## config.mk

```make
export PLATFORM = sky130hd
export DESIGN_NAME = cop_seq
export DESIGN_NICKNAME = d
export VERILOG_FILES = /design/src/rtl/cop_seq_pkg.sv /design/src/rtl/cop_seq_screen.sv /design/src/rtl/cop_seq_addr.sv /design/src/rtl/cop_seq_ctrl.sv /design/src/rtl/cop_seq.sv
export SDC_FILE = /design/constraint.sdc
export NUM_CORES = 1
export LEC_CHECK = 0
export ABC_AREA = 1
export ABC_CLOCK_PERIOD_IN_PS = 4000
export BUFFER_PORTS_ARGS = -buffer_cell sky130_fd_sc_hd__buf_2
export CAP_MARGIN = 20
export CORE_AREA = 10 10 130 121
export CTS_CLUSTER_DIAMETER = 150
export CTS_CLUSTER_SIZE = 25
export DETAILED_ROUTE_END_ITERATION = 10
export DIE_AREA = 0 0 140 131
export PLACE_DENSITY = 0.84
export SYNTH_ARGS = -nofsm -noshare
export SYNTH_HDL_FRONTEND = slang
export SYNTH_SLANG_ARGS = --single-unit
```

## constraint.sdc

```tcl
create_clock -name clk_i -period 4 [get_ports clk_i]
set_clock_uncertainty 0.1 [all_clocks]
set_input_delay 0 -clock clk_i [delete_from_list [all_inputs] [get_ports clk_i]]
set_output_delay 0 -clock clk_i [all_outputs]
set_load 0.1 [all_outputs]
```

## src/rtl/cop_seq_pkg.sv

```systemverilog
package cop_seq_pkg;

  typedef enum logic [2:0] {
    PH_NONE  = 3'd0,
    PH_FIRST = 3'd1,
    PH_BUSY  = 3'd2,
    PH_INTR  = 3'd3,
    PH_XFER  = 3'd4,
    PH_DATA  = 3'd5
  } phase_e;

  typedef enum logic [1:0] {
    RS_BUSY = 2'd0,
    RS_CANT = 2'd1,
    RS_INC  = 2'd2,
    RS_DONE = 2'd3
  } resp_e;

  typedef enum logic [2:0] {
    OP_TO    = 3'd0,
    OP_FROM  = 3'd1,
    OP_CALC  = 3'd2,
    OP_LOAD  = 3'd3,
    OP_STORE = 3'd4
  } op_e;

  typedef enum logic [1:0] {
    TK_DONE   = 2'd0,
    TK_UNDEF  = 2'd1,
    TK_DABORT = 2'd2,
    TK_IRQ    = 2'd3
  } term_e;

  typedef enum logic [3:0] {
    ST_IDLE  = 4'd0,
    ST_FIRST = 4'd1,
    ST_WAIT  = 4'd2,
    ST_REPH  = 4'd3,
    ST_INTR  = 4'd4,
    ST_XFER  = 4'd5,
    ST_LDATA = 4'd6,
    ST_SDATA = 4'd7,
    ST_CCYC  = 4'd8,
    ST_ICYC  = 4'd9,
    ST_END   = 4'd10
  } state_e;

endpackage

```

## src/rtl/cop_seq_screen.sv

```systemverilog
module cop_seq_screen #(
  parameter int ADDR_W    = 32,
  parameter int CP_N      = 16,
  parameter int OK_ADDR_W = 26,
  parameter int VEC_BYTES = 32,
  localparam int CP_W     = $clog2(CP_N)
) (
  input  logic [CP_W-1:0]   cp_num_i,
  input  logic [CP_N-1:0]   cp_allow_i,
  input  logic [ADDR_W-1:0] addr_i,
  input  logic [2:0]        op_i,
  output logic              allow_o,
  output logic              exc_o
);
  import cop_seq_pkg::*;

  logic hi_bits;
  logic in_vec;
  logic is_ld;
  logic is_st;

  assign allow_o = cp_allow_i[cp_num_i];

  generate
    if (OK_ADDR_W < ADDR_W) begin : g_range
      assign hi_bits = |addr_i[ADDR_W-1:OK_ADDR_W];
    end else begin : g_full
      assign hi_bits = 1'b0;
    end
  endgenerate

  assign in_vec = addr_i < ADDR_W'(VEC_BYTES);
  assign is_ld  = op_i == OP_LOAD;
  assign is_st  = op_i == OP_STORE;
  assign exc_o  = (is_ld & hi_bits) | (is_st & (hi_bits | in_vec));

endmodule

```

## src/rtl/cop_seq_addr.sv

```systemverilog
module cop_seq_addr #(
  parameter int ADDR_W     = 32,
  parameter int STEP_BYTES = 4
) (
  input  logic              clk_i,
  input  logic              rst_ni,
  input  logic              load_i,
  input  logic [ADDR_W-1:0] start_addr_i,
  input  logic              exc_i,
  input  logic              step_i,
  input  logic              access_i,
  input  logic              mem_abort_i,
  output logic [ADDR_W-1:0] addr_o,
  output logic              abort_any_o
);

  logic [ADDR_W-1:0] addr_q;
  logic              abort_q;

  always_ff @(posedge clk_i or negedge rst_ni) begin
    if (!rst_ni) begin
      addr_q  <= '0;
      abort_q <= 1'b0;
    end else begin
      if (load_i)      addr_q <= start_addr_i;
      else if (step_i) addr_q <= addr_q + ADDR_W'(STEP_BYTES);
      if (load_i)                      abort_q <= exc_i;
      else if (access_i & mem_abort_i) abort_q <= 1'b1;
    end
  end

  assign addr_o      = addr_q;
  // includes the access in flight so the last word counts
  assign abort_any_o = abort_q | (access_i & mem_abort_i);

endmodule

```

## src/rtl/cop_seq_ctrl.sv

```systemverilog
module cop_seq_ctrl (
  input  logic       clk_i,
  input  logic       rst_ni,
  input  logic       start_i,
  input  logic       allow_i,
  input  logic [2:0] op_i,
  input  logic [1:0] resp_i,
  input  logic       irq_pend_i,
  input  logic       abort_any_i,
  output logic       accept_o,
  output logic       busy_o,
  output logic       phase_vld_o,
  output logic [2:0] phase_o,
  output logic       idle_o,
  output logic       cop_cyc_o,
  output logic       mem_rd_o,
  output logic       mem_wr_o,
  output logic       step_o,
  output logic       cap_o,
  output logic       keep_o,
  output logic       done_o,
  output logic       undef_o,
  output logic       dabort_o,
  output logic       irq_exit_o
);
  import cop_seq_pkg::*;

  state_e state_q, state_d;
  term_e  kind_q, kind_d;
  op_e    op_q;
  resp_e  rsp;

  assign rsp = resp_e'(resp_i);

  always_ff @(posedge clk_i or negedge rst_ni) begin
    if (!rst_ni) begin
      state_q <= ST_IDLE;
      kind_q  <= TK_DONE;
      op_q    <= OP_TO;
    end else begin
      state_q <= state_d;
      kind_q  <= kind_d;
      if (accept_o) op_q <= op_e'(op_i);
    end
  end

  always_comb begin
    state_d     = state_q;
    kind_d      = kind_q;
    accept_o    = 1'b0;
    phase_vld_o = 1'b0;
    phase_o     = PH_NONE;
    idle_o      = 1'b0;
    cop_cyc_o   = 1'b0;
    mem_rd_o    = 1'b0;
    mem_wr_o    = 1'b0;
    step_o      = 1'b0;
    cap_o       = 1'b0;
    keep_o      = 1'b0;
    unique case (state_q)
      ST_IDLE: begin
        if (start_i) begin
          accept_o = allow_i;
          if (allow_i) begin
            state_d = ST_FIRST;
          end else begin
            state_d = ST_END;
            kind_d  = TK_UNDEF;
          end
        end
      end
      ST_FIRST, ST_REPH: begin
        phase_vld_o = 1'b1;
        phase_o     = (state_q == ST_FIRST) ? PH_FIRST : PH_BUSY;
        unique case (rsp)
          RS_BUSY: state_d = ST_WAIT;
          RS_CANT: begin
            state_d = ST_END;
            kind_d  = TK_UNDEF;
            keep_o  = (op_q == OP_FROM);
          end
          default: begin
            cap_o = (op_q == OP_FROM);
            unique case (op_q)
              OP_TO, OP_FROM: state_d = ST_CCYC;
              OP_LOAD:        state_d = ST_XFER;
              OP_STORE:       state_d = ST_SDATA;
              default: begin
                state_d = ST_END;
                kind_d  = TK_DONE;
              end
            endcase
          end
        endcase
      end
      ST_WAIT: begin
        idle_o  = 1'b1;
        state_d = irq_pend_i ? ST_INTR : ST_REPH;
      end
      ST_INTR: begin
        phase_vld_o = 1'b1;
        phase_o     = PH_INTR;
        state_d     = ST_END;
        kind_d      = TK_IRQ;
      end
      ST_XFER: begin
        phase_vld_o = 1'b1;
        phase_o     = PH_XFER;
        state_d     = ST_LDATA;
      end
      ST_LDATA, ST_SDATA: begin
        phase_vld_o = 1'b1;
        phase_o     = PH_DATA;
        mem_rd_o    = (state_q == ST_LDATA);
        mem_wr_o    = (state_q == ST_SDATA);
        if (rsp == RS_INC) begin
          step_o = 1'b1;
        end else begin
          state_d = ST_END;
          kind_d  = abort_any_i ? TK_DABORT : TK_DONE;
        end
      end
      ST_CCYC: begin
        cop_cyc_o = 1'b1;
        if (op_q == OP_FROM) begin
          state_d = ST_ICYC;
        end else begin
          state_d = ST_END;
          kind_d  = TK_DONE;
        end
      end
      ST_ICYC: begin
        idle_o  = 1'b1;
        state_d = ST_END;
        kind_d  = TK_DONE;
      end
      ST_END:  state_d = ST_IDLE;
      default: state_d = ST_IDLE;
    endcase
  end

  assign busy_o     = state_q != ST_IDLE;
  assign done_o     = (state_q == ST_END) && (kind_q == TK_DONE);
  assign undef_o    = (state_q == ST_END) && (kind_q == TK_UNDEF);
  assign dabort_o   = (state_q == ST_END) && (kind_q == TK_DABORT);
  assign irq_exit_o = (state_q == ST_END) && (kind_q == TK_IRQ);

endmodule

```

## src/rtl/cop_seq.sv

```systemverilog
module cop_seq #(
  parameter int          ADDR_W     = 32,
  parameter int          DATA_W     = 32,
  parameter int          CP_N       = 16,
  parameter int          OK_ADDR_W  = 26,
  parameter int          VEC_BYTES  = 32,
  parameter int          STEP_BYTES = 4,
  parameter logic [31:0] FLAGS_KEEP = 32'hF000_0000,
  localparam int         CP_W       = $clog2(CP_N)
) (
  input  logic              clk_i,
  input  logic              rst_ni,
  input  logic              start_i,
  input  logic [2:0]        op_i,
  input  logic [CP_W-1:0]   cp_num_i,
  input  logic [CP_N-1:0]   cp_allow_i,
  input  logic [ADDR_W-1:0] addr_i,
  input  logic [DATA_W-1:0] wdata_i,
  input  logic              irq_pend_i,
  output logic              busy_o,
  output logic              phase_vld_o,
  output logic [2:0]        phase_o,
  output logic [CP_W-1:0]   cp_sel_o,
  output logic [DATA_W-1:0] cp_wdata_o,
  input  logic [1:0]        resp_i,
  input  logic [DATA_W-1:0] cp_rdata_i,
  output logic              mem_rd_o,
  output logic              mem_wr_o,
  output logic [ADDR_W-1:0] mem_addr_o,
  output logic [DATA_W-1:0] mem_wdata_o,
  input  logic [DATA_W-1:0] mem_rdata_i,
  input  logic              mem_abort_i,
  output logic              idle_o,
  output logic              cop_cyc_o,
  output logic [DATA_W-1:0] result_o,
  output logic              done_o,
  output logic              undef_o,
  output logic              dabort_o,
  output logic              irq_exit_o
);

  logic              allow;
  logic              start_exc;
  logic              accept;
  logic              step;
  logic              cap;
  logic              keep;
  logic              abort_any;
  logic [CP_W-1:0]   cp_sel_q;
  logic [DATA_W-1:0] wdata_q;
  logic [DATA_W-1:0] result_q;

  cop_seq_screen #(
    .ADDR_W    (ADDR_W),
    .CP_N      (CP_N),
    .OK_ADDR_W (OK_ADDR_W),
    .VEC_BYTES (VEC_BYTES)
  ) u_screen (
    .cp_num_i   (cp_num_i),
    .cp_allow_i (cp_allow_i),
    .addr_i     (addr_i),
    .op_i       (op_i),
    .allow_o    (allow),
    .exc_o      (start_exc)
  );

  cop_seq_ctrl u_ctrl (
    .clk_i       (clk_i),
    .rst_ni      (rst_ni),
    .start_i     (start_i),
    .allow_i     (allow),
    .op_i        (op_i),
    .resp_i      (resp_i),
    .irq_pend_i  (irq_pend_i),
    .abort_any_i (abort_any),
    .accept_o    (accept),
    .busy_o      (busy_o),
    .phase_vld_o (phase_vld_o),
    .phase_o     (phase_o),
    .idle_o      (idle_o),
    .cop_cyc_o   (cop_cyc_o),
    .mem_rd_o    (mem_rd_o),
    .mem_wr_o    (mem_wr_o),
    .step_o      (step),
    .cap_o       (cap),
    .keep_o      (keep),
    .done_o      (done_o),
    .undef_o     (undef_o),
    .dabort_o    (dabort_o),
    .irq_exit_o  (irq_exit_o)
  );

  cop_seq_addr #(
    .ADDR_W     (ADDR_W),
    .STEP_BYTES (STEP_BYTES)
  ) u_addr (
    .clk_i        (clk_i),
    .rst_ni       (rst_ni),
    .load_i       (accept),
    .start_addr_i (addr_i),
    .exc_i        (start_exc),
    .step_i       (step),
    .access_i     (mem_rd_o | mem_wr_o),
    .mem_abort_i  (mem_abort_i),
    .addr_o       (mem_addr_o),
    .abort_any_o  (abort_any)
  );

  always_ff @(posedge clk_i or negedge rst_ni) begin
    if (!rst_ni) begin
      cp_sel_q <= '0;
      wdata_q  <= '0;
      result_q <= '0;
    end else begin
      if (accept) begin
        cp_sel_q <= cp_num_i;
        wdata_q  <= wdata_i;
      end
      if (keep)     result_q <= DATA_W'(FLAGS_KEEP);
      else if (cap) result_q <= cp_rdata_i;
    end
  end

  assign cp_sel_o    = cp_sel_q;
  assign cp_wdata_o  = mem_rd_o ? mem_rdata_i : wdata_q;
  assign mem_wdata_o = cp_rdata_i;
  assign result_o    = result_q;

endmodule

```

==> flow_summary.toml, run 1 <==
[finish]
num-nets-final = 1417
multi_input_comb_area_um2 = 2909
syn_to_final_growth_pct = 44.11
final_cell_mix = "buf_2, nand2_1, dlygate4sd3_1"
sequential_cell_area_um2 = 2753
layout-drive-gt1-share_pct = 27.00
utilization_pct = 71.93
fillerInstances = 933
layout_commonest_cell = "buf_2"

[floorplan]
core_area_um2 = 13010
num_rows = 40
floorplan.die.width_um = 140
initial_core_util_pct = 49.91
design.portCount = 303
design.die.area_um2 = 18340
die_y_um = 131

[synthesis]
synth-seq-area-share_pct = 42.38
avg_cell_area_syn_um2 = 7.273
post_synth_num_cell_types = 36
synth.ff_latch_count = 110
synthesis.instances = 893
synth_area_um2 = 6495
synth_top_area_cell = "dfrtp_1"
netlist_top_cells_area = "dfrtp_1, nand2_1, nand3_1"
synthDominantCellAreaShare_pct = 42.38
yosysWarnings = 0
mappedNetlistNets = 1052

[sta]
grt_setup_unrepaired = "no"
fmaxAchievable_mhz = 323.3
finalSetupViolCount = 0
fin_crit_sh_pct = 77.34
timing.final.hold_violations = 0
final.setup.tns_ns = 0
slew_at_the_pin_closest_to_its_max_slew_limit_ns = 0.9946
timing.max_slew.rel_slack_pct = 33.62
final.min_clock_period_ns = 3.093
slew_viol_final = 0

[clock_network]
cts_resized = 0
clkTransAtPathRegs_ns = 0.07
cts.sink_count = 110
clock_tree_from_tritoncts = "built"
htree_num_levels = 3
clk_root_buffer_cell = "clkbuf_16"
tritoncts.num_buffers = 9
cts_post_setup_buffers_inserted = 0
ctsLongestPathBuffers = 2
clk-insertion-delay-late_ns = 0.35

[global_routing]
track_usage_pct = 26.62
antenna_found_initial = 1
pin_count_of_the_biggest_net_entering_global_routing = 74
gr-total-overflow = 0
grt_pass1_vias = 7688
grt_pass1_wl_mm = 40.01

[setup_path]
timing.critical_path.to_type = "flop"
worst_path_most_repeated_cell = "nand3_1"
startpoint_to_endpoint_class_of_the_critical_path = "reg -> reg"
arrival_ns = 3.22
critical_path.slowest_cell = "inv_1"
cp_num_cells = 7
worst-r2r-cell-count = 7
slowest_delay_ns = 0.65
crit_chain = "nor2_4 -> nand2_1 -> nor3_4 -> inv_1 -> nand3_1 -> nand3_1 -> dlygate4sd3_1"
path_delay_family = "simple AND/OR/NAND/NOR gates"
worstSetupStartpointType = "flop"
worst-r2r-setup-slack_ns = 0.91
required_arrival_time_at_the_worst_endpoint_ns = 4.13
critPathMaxFanout = 29
critical_path_buf_inv_count = 2

[routing]
final_antenna_net_count = 0
routed_via_density = 5.348
dr_total_vias = 7658
drt-wirelength-per-cell_um = 17.57
drc_errors = 0
detailedRoute.firstPassIterationCount = 6
detailedRoute.firstIterationViolations = 816
drt-total-wl_mm = 25.16

[worst_hold_path]
hold-path-cell-count = 6
holdCritPathClass = "in -> reg"

[run_status]
status = "finished clean"

[placed_design]
place.port_buffers = 302
globalplace.congestion = 0.9377
hpwlAfterDp_mm = 17.18

[flow_run]
max_cap_viols = 0
[registers in the layout, summed over array words and instances, names as in the netlist]
| register | cells |
|---|---|
| result_o | 32 |
| u_addr.addr_o | 32 |
| wdata_q | 32 |
| cp_sel_o | 4 |
| u_ctrl.state_q | 4 |
| u_ctrl.op_q | 3 |
| u_ctrl.kind_q | 2 |
| u_addr.abort_q | 1 |
[synthesized netlist by cell type (all sizes together)]
cell type	number
a211oi	1
a21oi	9
a31o	1
and3	2
buf	64
clkbuf	11
dfrtp	110
ha	1
inv	92
nand2	259
nand3	119
nand3b	2
nand4	32
nor2	55
nor3	18
nor3b	1
nor4	1
o2111ai	1
o211ai	3
o21ai	85
o21bai	1
o31ai	1
or2	1
xnor2	8
xor2	15
[path summary, 6_finish.rpt]
kind / from / to
hold / removal: resp_i[1] / u_ctrl.state_q[1]
setup reg to reg: u_ctrl.state_q[3] / u_addr.addr_o[18]
min in group asynchronous: rst_ni / result_o[21]
hold reg to reg: result_o[1] / result_o[1]
setup / recovery: u_ctrl.state_q[3] / u_addr.addr_o[18]
max in group asynchronous: rst_ni / result_o[26]
[logic make-up (layout without fill, tap and decap cells)]
family / count (synthesis) / in the layout / share of synthesized area (%)
adder cells (fa/ha/maj): 1 / 1 / 0.1926
AND/OR/NAND/NOR: 490 / 490 / 33.12
AO/OA/AOI/OAI: 102 / 102 / 8.265
buffers and inverters: 167 / 537 / 12.95
other: 0 / 1 / 0
flip-flops: 110 / 110 / 42.38
XOR/XNOR: 23 / 23 / 3.102
[tightest hold or removal path: cells and delay by family]
| family | cells | cell delay, ns |
|---|---|---|
| AO/OA/AOI/OAI | 1 | 0.09 |
| buffers and inverters | 1 | 0.12 |
| AND/OR/NAND/NOR | 4 | 0.23 |
[through the flow]
stage | worst slack, ns | cell area (um2) | hold WS [ns] | instances
final | 0.9065 | 9360 | 0.03013 | 1432
after global routing | 0.6337 | 9360 | 0.07386 | 1432
after CTS | 1.019 | 9326 | 0.009749 | 1429
after detailed placement | 1.512 | 7771 | 0.09482 | 1293
after global placement | 1.545 | 7771 | 0.08799 | 1293
after floorplan | 0.1948 | 6495 | -0.3956 | 893
[area by class of cell]
cell class | count | share of cell area (%)
Multi-Input combinational cell | 616 | 31.08
Sequential cell | 110 | 29.41
Clock buffer | 14 | 3.141
Antenna cell | 1 | 0.02673
Clock inverter | 2 | 0.6416
Timing Repair Buffer | 429 | 29.74
Inverter | 92 | 3.716
Tap cell | 168 | 2.246
[layer usage]
metal  vias up  global-route usage (%)  routed length, um
li1       3593                       -                  -
met1      3455                   31.74               9659
met2       526                   44.93              11950
met3        84                   6.926               2645
met4         0                   11.47                906
met5         -                       0                  0
[repair_timing]
action / CTS / global route
setup endpoints to repair: 0 / 0
hold endpoints to repair: 177 / 0
hold buffers: 120 / 0
Power of run 1 is left out: the tool's default activity adds up to more than one toggle a clock period on the data nets, which glitch-free logic cannot reach.
==> run 2, diff against run 1 <==
Settings changed: ABC_CLOCK_PERIOD_IN_PS 4000 to 3200, CORE_AREA 10 10 130 121 to 10 10 134 124, DIE_AREA 0 0 140 131 to 0 0 144 134, PLACE_DENSITY 0.84 to 0.8.
Clock period 4 ns to 3.2 ns, I/O delays scaled along.
==> flow_summary.toml, run 2 (synthesis results as in run 1) <==
[setup_path]
critical_path.slowest_cell = "dlygate4sd3_1"
crit_chain = "inv_1 -> nand2_1 -> nor2_2 -> nand3_2 -> buf_4 -> nand3_1 -> nand3_1 -> dlygate4sd3_1"
reg2reg_from = "u_ctrl.state_q[1]"
slowest_delay_ns = 0.57
worst-r2r-cell-count = 8
critPathMaxFanout = 47
startpoint_to_endpoint_class_of_the_critical_path = "reg -> reg"
worstSetupStartpointType = "flop"
rr_endpoint = "u_addr.addr_o[21]"
arrival_ns = 2.85
required_arrival_time_at_the_worst_endpoint_ns = 3.34
worst_path_most_repeated_cell = "nand3_1"
worst-r2r-setup-slack_ns = 0.50
timing.critical_path.to_type = "flop"

[global_routing]
pin_count_of_the_biggest_net_entering_global_routing = 84
antenna_found_initial = 4
grt_pass1_vias = 7509
grt_pass1_wl_mm = 39.19
track_usage_pct = 25.23
gr-total-overflow = 0

[floorplan]
num_rows = 41
design.die.area_um2 = 19300
design.portCount = 303
core_area_um2 = 13800
initial_core_util_pct = 47.07
die_y_um = 134
floorplan.die.width_um = 144

[routing]
routed_via_density = 5.247
detailedRoute.firstIterationViolations = 595
final_antenna_net_count = 0
drt-wirelength-per-cell_um = 17.45
detailedRoute.firstPassIterationCount = 5
dr_total_vias = 7576
drt-total-wl_mm = 25.20
drc_errors = 0

[finish]
layout-drive-gt1-share_pct = 27.29
syn_to_final_growth_pct = 43.71
final_cell_mix = "buf_2, nand2_1, nand3_1, dlygate4sd3_1, dfrtp_1"
fillerInstances = 1110
post_layout_nonfiller_instances = 1444
num-nets-final = 1422
layout_commonest_cell = "buf_2"

[sta]
slew_at_the_pin_closest_to_its_max_slew_limit_ns = 0.7021
slew_viol_final = 0
final.min_clock_period_ns = 2.705
fmaxAchievable_mhz = 369.7
finalWorstSetupSlack_ns = 0.4951
timing.max_slew.rel_slack_pct = 53.04
timing.final.hold_violations = 0
finalSetupViolCount = 0
grt_setup_unrepaired = "no"
fin_crit_sh_pct = 84.53
final.setup.tns_ns = 0

[clock_network]
clk-insertion-delay-late_ns = 0.36
ctsLongestPathBuffers = 2
cts_post_setup_buffers_inserted = 0
cts.sink_count = 110
clock_tree_from_tritoncts = "built"
htree_num_levels = 3
tritoncts.num_buffers = 9
clkTransAtPathRegs_ns = 0.08
clk_root_buffer_cell = "clkbuf_16"

[placed_design]
numPlacedInstances = 1305
globalplace.congestion = 0.9547
hpwlAfterDp_mm = 17.69
preCtsSetupSlack_ns = 0.8471
place.port_buffers = 302

[worst_hold_path]
worstHoldEndpoint = "u_ctrl.state_q[1]"
holdCritPathClass = "in -> reg"
hold_start = "resp_i[1]"
hold-path-cell-count = 6

[run_status]
status = "finished clean"

[flow_run]
max_cap_viols = 0
[run 2: area by class of cell]
| class | instances | area, um2 | area share, % |
|---|---|---|---|
| timing repair buffer | 434 | 2820 | 30.21 |
| clock inverter | 4 | 32.53 | 0.3485 |
| tap | 172 | 215.2 | 2.306 |
| antenna | 4 | 10.01 | 0.1072 |
| multi-input combinational | 616 | 2909 | 31.17 |
| inverter | 92 | 347.8 | 3.727 |
| clock buffer | 12 | 246.5 | 2.641 |
| sequential | 110 | 2753 | 29.49 |
[run 2: timing repair]
item	4_1_cts	5_1_grt
gates resized for setup	0	0
hold endpoints to repair	186	15
hold buffers	117	1
[run 2: how the worst max path moves through the flow]
| stage | end | from |
|---|---|---|
| after floorplan | cp_wdata_o[22] | u_ctrl.state_q[2] |
| after global placement | u_ctrl.kind_q[1] | u_ctrl.state_q[1] |
| after detailed placement | u_ctrl.kind_q[1] | u_ctrl.state_q[1] |
| after CTS | u_addr.addr_o[26] | cp_num_i[0] |
| after global routing | u_addr.addr_o[21] | cp_num_i[0] |
| final | u_addr.addr_o[21] | u_ctrl.state_q[1] |
[run 2: metrics by stage]
step / utilization [%] / area (um2) / hold slack (ns)
finish: 67.64 / 9334 / 0.01258
global route: 67.64 / 9334 / 0.01776
CTS: 67.30 / 9286 / 0.003796
global placement: 56.79 / 7836 / 0.1022
detailed placement: 56.79 / 7836 / 0.1118
floorplan: - / 6495 / -0.3956
[run 2: worst max-delay path, delay by kind of cell, from the launching register on]
family        cells  cell delay, ns
buf+inv           3            1.04
simple gates      5            1.02
flops             1            0.43
[run 2: per-layer routing]
layer | GRT usage [%] | share of wire (%)
met5 | 0 | 0
met4 | 10.32 | 3.6
met3 | 8.577 | 10
met2 | 42.05 | 47
met1 | 28.90 | 39
Power of run 2 is left out for the same reason.
